**config.mk**
```make
export PLATFORM = sky130hd
export DESIGN_NAME = comma_aligner
export DESIGN_NICKNAME = d
export VERILOG_FILES = /design/src/rtl/aln_pkg.sv /design/src/rtl/aln_stage.sv /design/src/rtl/aln_phase.sv /design/src/rtl/aln_fmt.sv /design/src/rtl/comma_aligner.sv
export SDC_FILE = /design/constraint.sdc
export NUM_CORES = 1
export LEC_CHECK = 0
export ABC_AREA = 1
export BUFFER_PORTS_ARGS = -buffer_cell sky130_fd_sc_hd__buf_2
export CAP_MARGIN = 20
export CORE_UTILIZATION = 40
export CTS_BUF_LIST = sky130_fd_sc_hd__clkbuf_8 sky130_fd_sc_hd__clkbuf_16
export CTS_CLUSTER_SIZE = 28
export DETAILED_ROUTE_END_ITERATION = 6
export PLACE_DENSITY_LB_ADDON = 0.12
export SYNTH_ARGS = -nofsm -noshare
export SYNTH_HDL_FRONTEND = slang
export SYNTH_HIERARCHICAL = 1
export SYNTH_SLANG_ARGS = --single-unit
```
**constraint.sdc**
```tcl
create_clock -name clk -period 3.75 [get_ports clk]
set_input_delay 0.5625 -clock clk [delete_from_list [all_inputs] [get_ports clk]]
set_output_delay 0.5625 -clock clk [all_outputs]
set_load 0.03 [all_outputs]
```
**src/rtl/aln_pkg.sv**
```systemverilog
package aln_pkg;
  localparam int CODE_W = 10;
  localparam int BYTE_W = CODE_W - 2;
  localparam int MARK_W = 7;
  localparam logic [MARK_W-1:0] MARK_NEG = 7'h7C;
  localparam logic [MARK_W-1:0] MARK_POS = 7'h03;
  localparam logic [BYTE_W-1:0] ST_NOSYNC = 8'h00;
  localparam logic [BYTE_W-1:0] ST_UNDER  = 8'h02;
  localparam logic [BYTE_W-1:0] ST_OVER   = 8'h04;

  typedef struct packed {
    logic [CODE_W-1:0] code;
    logic              ovr;
    logic              udr;
    logic              comma;
  } grp_t;

  function automatic logic is_comma(input logic [CODE_W-1:0] c);
    return (c[MARK_W-1:0] == MARK_NEG) || (c[MARK_W-1:0] == MARK_POS);
  endfunction
endpackage

```
**src/rtl/aln_stage.sv**
```systemverilog
module aln_stage
  import aln_pkg::*;
(
  input  logic              clk,
  input  logic              rst,
  input  logic              ld,
  input  logic              in_valid,
  input  logic [CODE_W-1:0] in_code,
  input  logic              in_ovr,
  input  logic              in_udr,
  output logic              s1_v,
  output grp_t              s1
);
  always_ff @(posedge clk) begin
    if (rst) begin
      s1_v <= 1'b0;
      s1   <= '0;
    end else if (ld) begin
      s1_v <= in_valid;
      if (in_valid) begin
        s1.code  <= in_code;
        s1.ovr   <= in_ovr;
        s1.udr   <= in_udr;
        s1.comma <= is_comma(in_code);
      end
    end
  end


  hold_on_stall_chk: assert property (@(posedge clk) disable iff (rst)
    (!ld && s1_v) |=> (s1_v && $stable(s1)));
endmodule

```
**src/rtl/aln_phase.sv**
```systemverilog
module aln_phase
  import aln_pkg::*;
(
  input  logic clk,
  input  logic rst,
  input  logic s1_v,
  input  grp_t s1,
  input  logic en_realign,
  input  logic last_comma,
  output logic emit,
  output logic rep,
  output logic tag,
  output logic sync
);
  logic locked, nxt_odd;

  always_comb begin
    emit = s1_v;
    sync = locked || s1.comma;
    tag  = (!locked && s1.comma) ? 1'b0 : nxt_odd;
    rep  = s1_v && locked && nxt_odd && s1.comma && !s1.ovr && !s1.udr
           && en_realign && !last_comma;
  end

  always_ff @(posedge clk) begin
    if (rst) begin
      locked  <= 1'b0;
      nxt_odd <= 1'b0;
    end else if (emit) begin
      nxt_odd <= !tag;
      if (s1.comma) locked <= 1'b1;
    end
  end


  single_repeat_chk: assert property (@(posedge clk) disable iff (rst)
    rep |=> !rep);

  lock_sticks_chk: assert property (@(posedge clk) disable iff (rst)
    locked |=> locked);
endmodule

```
**src/rtl/aln_fmt.sv**
```systemverilog
module aln_fmt
  import aln_pkg::*;
(
  input  logic              clk,
  input  logic              rst,
  input  logic              emit,
  input  logic              rep,
  input  logic              tag,
  input  logic              sync,
  input  grp_t              s1,
  output logic              out_valid,
  output logic              out_odd,
  output logic              out_dv,
  output logic              out_err,
  output logic [BYTE_W-1:0] out_byte,
  output logic              out_comma
);
  always_ff @(posedge clk) begin
    if (rst) begin
      out_valid <= 1'b0;
      out_odd   <= 1'b0;
      out_dv    <= 1'b0;
      out_err   <= 1'b0;
      out_byte  <= '0;
      out_comma <= 1'b0;
    end else begin
      out_valid <= emit;
      if (emit) begin
        out_odd <= tag;
        if (!rep) begin
          if (!sync || s1.ovr || s1.udr) begin
            out_dv    <= 1'b0;
            out_err   <= 1'b1;
            out_comma <= 1'b0;
            out_byte  <= !sync ? ST_NOSYNC : (s1.ovr ? ST_OVER : ST_UNDER);
          end else begin
            out_dv    <= s1.code[CODE_W-1];
            out_err   <= s1.code[CODE_W-2];
            out_byte  <= s1.code[BYTE_W-1:0];
            out_comma <= s1.comma;
          end
        end
      end
    end
  end


  repeat_is_odd_chk: assert property (@(posedge clk) disable iff (rst)
    rep |=> (out_valid && out_odd));
endmodule

```
**src/rtl/comma_aligner.sv**
```systemverilog
module comma_aligner
  import aln_pkg::*;
(
  input  logic              clk,
  input  logic              rst,
  input  logic              en_realign,
  input  logic              in_valid,
  output logic              in_ready,
  input  logic [CODE_W-1:0] in_code,
  input  logic              in_ovr,
  input  logic              in_udr,
  output logic              out_valid,
  output logic              out_odd,
  output logic              out_dv,
  output logic              out_err,
  output logic [BYTE_W-1:0] out_byte,
  output logic              out_comma
);
  logic s1_v, emit, rep, tag, sync;
  grp_t s1;

  assign in_ready = !rep;

  aln_stage u_stage (
    .clk(clk), .rst(rst), .ld(in_ready), .in_valid(in_valid),
    .in_code(in_code), .in_ovr(in_ovr), .in_udr(in_udr),
    .s1_v(s1_v), .s1(s1)
  );

  aln_phase u_phase (
    .clk(clk), .rst(rst), .s1_v(s1_v), .s1(s1), .en_realign(en_realign),
    .last_comma(out_comma), .emit(emit), .rep(rep), .tag(tag), .sync(sync)
  );

  aln_fmt u_fmt (
    .clk(clk), .rst(rst), .emit(emit), .rep(rep), .tag(tag), .sync(sync),
    .s1(s1), .out_valid(out_valid), .out_odd(out_odd), .out_dv(out_dv),
    .out_err(out_err), .out_byte(out_byte), .out_comma(out_comma)
  );


  no_stall_when_fixed_chk: assert property (@(posedge clk) disable iff (rst)
    !en_realign |-> in_ready);

  comma_even_after_repeat_chk: assert property (@(posedge clk) disable iff (rst)
    !in_ready |=> ##1 (out_valid && out_comma && !out_odd));
endmodule

```
After elaboration in Yosys (flattened, before gate mapping):

Index checks and enable logic that the tools add are counted.

* equal/unequal tests: 2
* multiplexer cells: 7
* bitwise logic cells: 1
* reductions and logical operators: 22

Operator list (count)
* $mux W8: 2
* $logic_and A1 B1 Y1: 8
* $eq A7 B2 Y1 const B: 1
* $eq A7 B7 Y1 const B: 1
* $logic_not A1 Y1: 7
* $reduce_and A2 Y1: 3
* $logic_or A1 B1 Y1: 4
* $mux W1: 4
* $mux W3: 1
* $not A1 Y1: 1

* register bits: 29
* input port bits: 16
* output and inout bits: 14
* word-level logic and storage cells: 45

Longest topological paths before layout:

* depth in word-level cells: 9
* gate-level depth with buffers: 10
* gate-level depth less buffers: 10

Modules after synthesis:

The synthesis kept the hierarchy.

By module, submodules not included
* aln_fmt: instances 1, cells an instance 86, area each 675.6 um^2, sequential area each 260.2 um^2
* aln_stage: instances 1, cells an instance 73, area each 621.8 um^2, sequential area each 280.3 um^2
* aln_phase: instances 1, cells an instance 18, area each 118.9 um^2, sequential area each 40.0 um^2
* comma_aligner: instances 1, cells an instance 1, area each 3.8 um^2, sequential area each 0.0 um^2

Worst setup path before layout:

Ideal clock, no wire load.

* path type: input to register
* start: input en_realign
* end: register u_stage/s1[4] (netlist name)
* library setup time: 0.079 ns
* arrival time: 1.667 ns
* data required time: 3.671 ns
* slack: 2.004 ns
* stages: 7
* path buffers: 1
* path through: nand3b_1 nor2_1 inv_1 nand2_4 inv_8 buf_12 a211oi_2

* longest elaborated chain between the ends: 4

Ends and longest elaborated chain
* start, declared: line comma_aligner.sv:6 `input logic en_realign,`
* $logic_and A1 B1 Y1 (2 in a row): line aln_phase.sv:22 `&& en_realign && !last_comma;`
* named net rep: line comma_aligner.sv:19 `logic s1_v, emit, rep, tag, sync;`
* $not A1 Y1 (no line)
* $reduce_and A2 Y1 (no line)

The timed path passes the listed nets, and every way through them passes these cells.
A chain may end at the register's enable or synchronous reset.

Worst setup path in the final report:

* start: register u_stage.s1_v
* end: output in_ready

* longest elaborated chain between the ends: 8

Ends and longest elaborated chain
* start, declared: line aln_stage.sv:11 `output logic s1_v,`
* start signal, assigned: line aln_stage.sv:19 `s1_v <= in_valid;`
* $logic_and A1 B1 Y1 (5 in a row): line aln_phase.sv:21 `rep = s1_v && locked && nxt_odd && s1.comma && !s1.ovr && !s1.udr`
* $logic_and A1 B1 Y1 (2 in a row): line aln_phase.sv:22
* named net rep: line comma_aligner.sv:19
* $logic_not A1 Y1
* end, declared: line comma_aligner.sv:8 `output logic in_ready,`

The timed path passes the listed nets, and every way through them passes these cells.

==> flow_summary.toml <==
[cts]
cts_made_buffers = 5
path_clk_slew_ns = 0.06
hold_buffers = 0
clockRootBuffer = "clkbuf_8"
cts_tree = "yes"
post_cts_buffers = 0
h-tree-depth = 2
cts_resized = 0
clock_path_buffers = 2
cts_sinks = 29
clock_latency_ns = 0.27

[timing]
clock_skew_ns = 0.00465
max_clock_freq_ghz = 0.477
fin_hold_ws_ns = 0.468
hold_viol = 0
setup_viol = 0
min_period_ns = 2.09
rsz0062_at_grt = "no"
slew_viol_final = 0
setup_tns_ns = 0
max_slew_margin_pct = 55.9
period_share_pct = 55.9
worst_slew_pin_slew_ns = 0.661

[critical_path]
critPathMaxFanout = 8
crit_slowest_cell = "dfxtp_1"
cp_cell_sequence = "nand4_1, nor2_1, inv_1, buf_2"
cp_top_family = "flip-flops"
crit_buf_inv = 2
cp.arrival_ns = 1.53
criticalPathCategory = "flip-flop to primary output"
required_ns = 3.19
slowest_delay_ns = 0.47
critical_path.startpoint_type = "flip-flop"
end_kind = "primary output"

[grt]
antenna_found_initial = 0
grt_pass1_vias = 1004
track_usage_pct = 15.5
grt_pass1_wl_microns = 4350
grt_max_degree = 28
grt_overflow_total = 0

[drt]
avgRoutedWirePerCell_microns = 9.96
wl_microns = 2540
initialDrtViolationCount = 39
num_vias = 1140
drc_errors = 0
drtAntennaViolNets = 0
drtPass1Iterations = 4
post_drt_via_cell_ratio = 4.47

[logic_synthesis]
muxShareOfSynthArea_pct = 0
ys_types = 25
synthXorXnorAreaFrac_pct = 0
synthArstFlopShare_pct = 0
synth_top_cell_by_area = "dfxtp_1"
yosys.area_share.simple_pct = 31.6
synth_top_family_by_area = "simple AND/OR/NAND/NOR gates"
yosys_warnings = 6
ys.flop_type = "dfxtp_1"
synth_edf_count = 0
avgSynthCellArea_sq_um = 7.98
syn_inst = 178
yosysTopAreaCellShare_pct = 40.9
netlist_area_sq_um = 1420
synth_nets = 194
synth_compound_area_share_pct = 16.0
synth_fa_ha_area_share_pct = 0
ys_seq_area_share_pct = 40.9
ys_ff_latch = 29
synthTopCellsByArea = "dfxtp_1 41%, nand2_1 10%, a21oi_2 8.6%"

[floorplan]
die_w_microns = 61.6
die_h_microns = 61.6
num_rows = 21
start_util_pct = 42.2
dieArea_sq_um = 3790
io_pins = 30
core_sq_um = 3360

[layout]
final_cell_mix = "38 x nand2_1, 29 x buf_2, 29 x dfxtp_1"
drive_gt1_share_pct = 36.8
final_nets = 224
final_common_cell = "nand2_1"
fill_cells = 344
fin_util_pct = 49.7
areaGrowthSynthToFinish_pct = 17.6
final_cell_area_sq_um = 1670
n_antenna_cell = 0

[power]
finalPower_w = 0.000681
leakage_nw = 0.726
pwr_density_cell_nw_per_um2 = 408
vdd_ir_drop_max_uv = 223

[worst_hold_path]
hold_path_class = "flip-flop to flip-flop"

[placement]
port_buffers = 29
hpwl_microns = 1950
placed_area_sq_um = 1570
routabilityCongestion = 0.739

[job]
max-cap-violations = 0

[status]
status = "finished, final reports clean"
-- sequential cells by signal (all words and copies together) (netlist names) --
name and flops:
u_stage/s1_v 1, u_phase/locked 1, u_fmt/out_dv 1, u_phase/nxt_odd 1, u_fmt/out_comma 1, u_fmt/out_valid 1
u_fmt/out_odd 1, u_fmt/out_byte 8, u_fmt/out_err 1, u_stage/s1 13
-- cell families (layout without fill, tap and decap cells) --
logic type,after synthesis,in the layout
AND/OR/NAND/NOR,89,89
buffers and inverters,33,64
flip-flops,29,29
AO/OA/AOI/OAI,27,27
-- cells in the mapped netlist, drive strengths merged, types with 2 or more instances --
| master | number |
|---|---|
| a21oi | 19 |
| a211oi | 5 |
| or2 | 2 |
| buf | 6 |
| nand2 | 44 |
| o21ai | 2 |
| dfxtp | 29 |
| nor2 | 29 |
| inv | 27 |
| nand3 | 11 |
-- worst min-delay path, cell delays in order (launching register included) --
cell and delay [ns]:
dfxtp_1 0.31, nand2_1 0.06, a21oi_1 0.06
-- final cells by class --
type	count	area, sq um	share of cell area (%)
Multi-Input combinational cell	116	677	40.5
Sequential cell	29	581	34.8
Clock inverter	1	5.00	0.300
Timing Repair Buffer	29	145	8.69
Tap cell	46	57.6	3.45
Inverter	27	109	6.52
Clock buffer	7	96.3	5.77
-- path summary, 6_finish.rpt --
path / start / endpoint / slack (ns) / cells past startpoint
min: u_stage/s1[8] / u_stage/s1[8] / 0.47 / 2
min reg2reg: u_stage/s1[8] / u_stage/s1[8] / 0.47 / 2
max: u_stage/s1_v / in_ready / 1.66 / 4
max reg2reg: u_stage/s1_v / u_stage/s1[0] / 2.05 / 9
-- stage by stage --
step | instances | worst slack (ns)
2_1_floorplan | 178 | 2.00
3_3_place_gp | 247 | 1.87
3_5_place_dp | 247 | 1.84
4_1_cts | 255 | 1.63
5_1_grt | 255 | 1.48
6_report | 255 | 1.66
-- per-layer routing --
metal	part of all wire [%]	up-vias	GRT usage (%)
li1	-	610	-
met1	51	495	21.8
met2	43	33	23.0
met3	5.2	2	3.78
met4	0.59	0	5.71
met5	0	-	0
-- where the power goes --
part | total (W) | internal [W] | switching, W
Sequential | 0.000332 | 0.000322 | 0.0000106
Combinational | 0.0000799 | 0.0000275 | 0.0000524
Clock | 0.000269 | 0.000165 | 0.000104
Total | 0.000681 | 0.000514 | 0.000167
No activity file was read; power rests on OpenSTA's default activity.
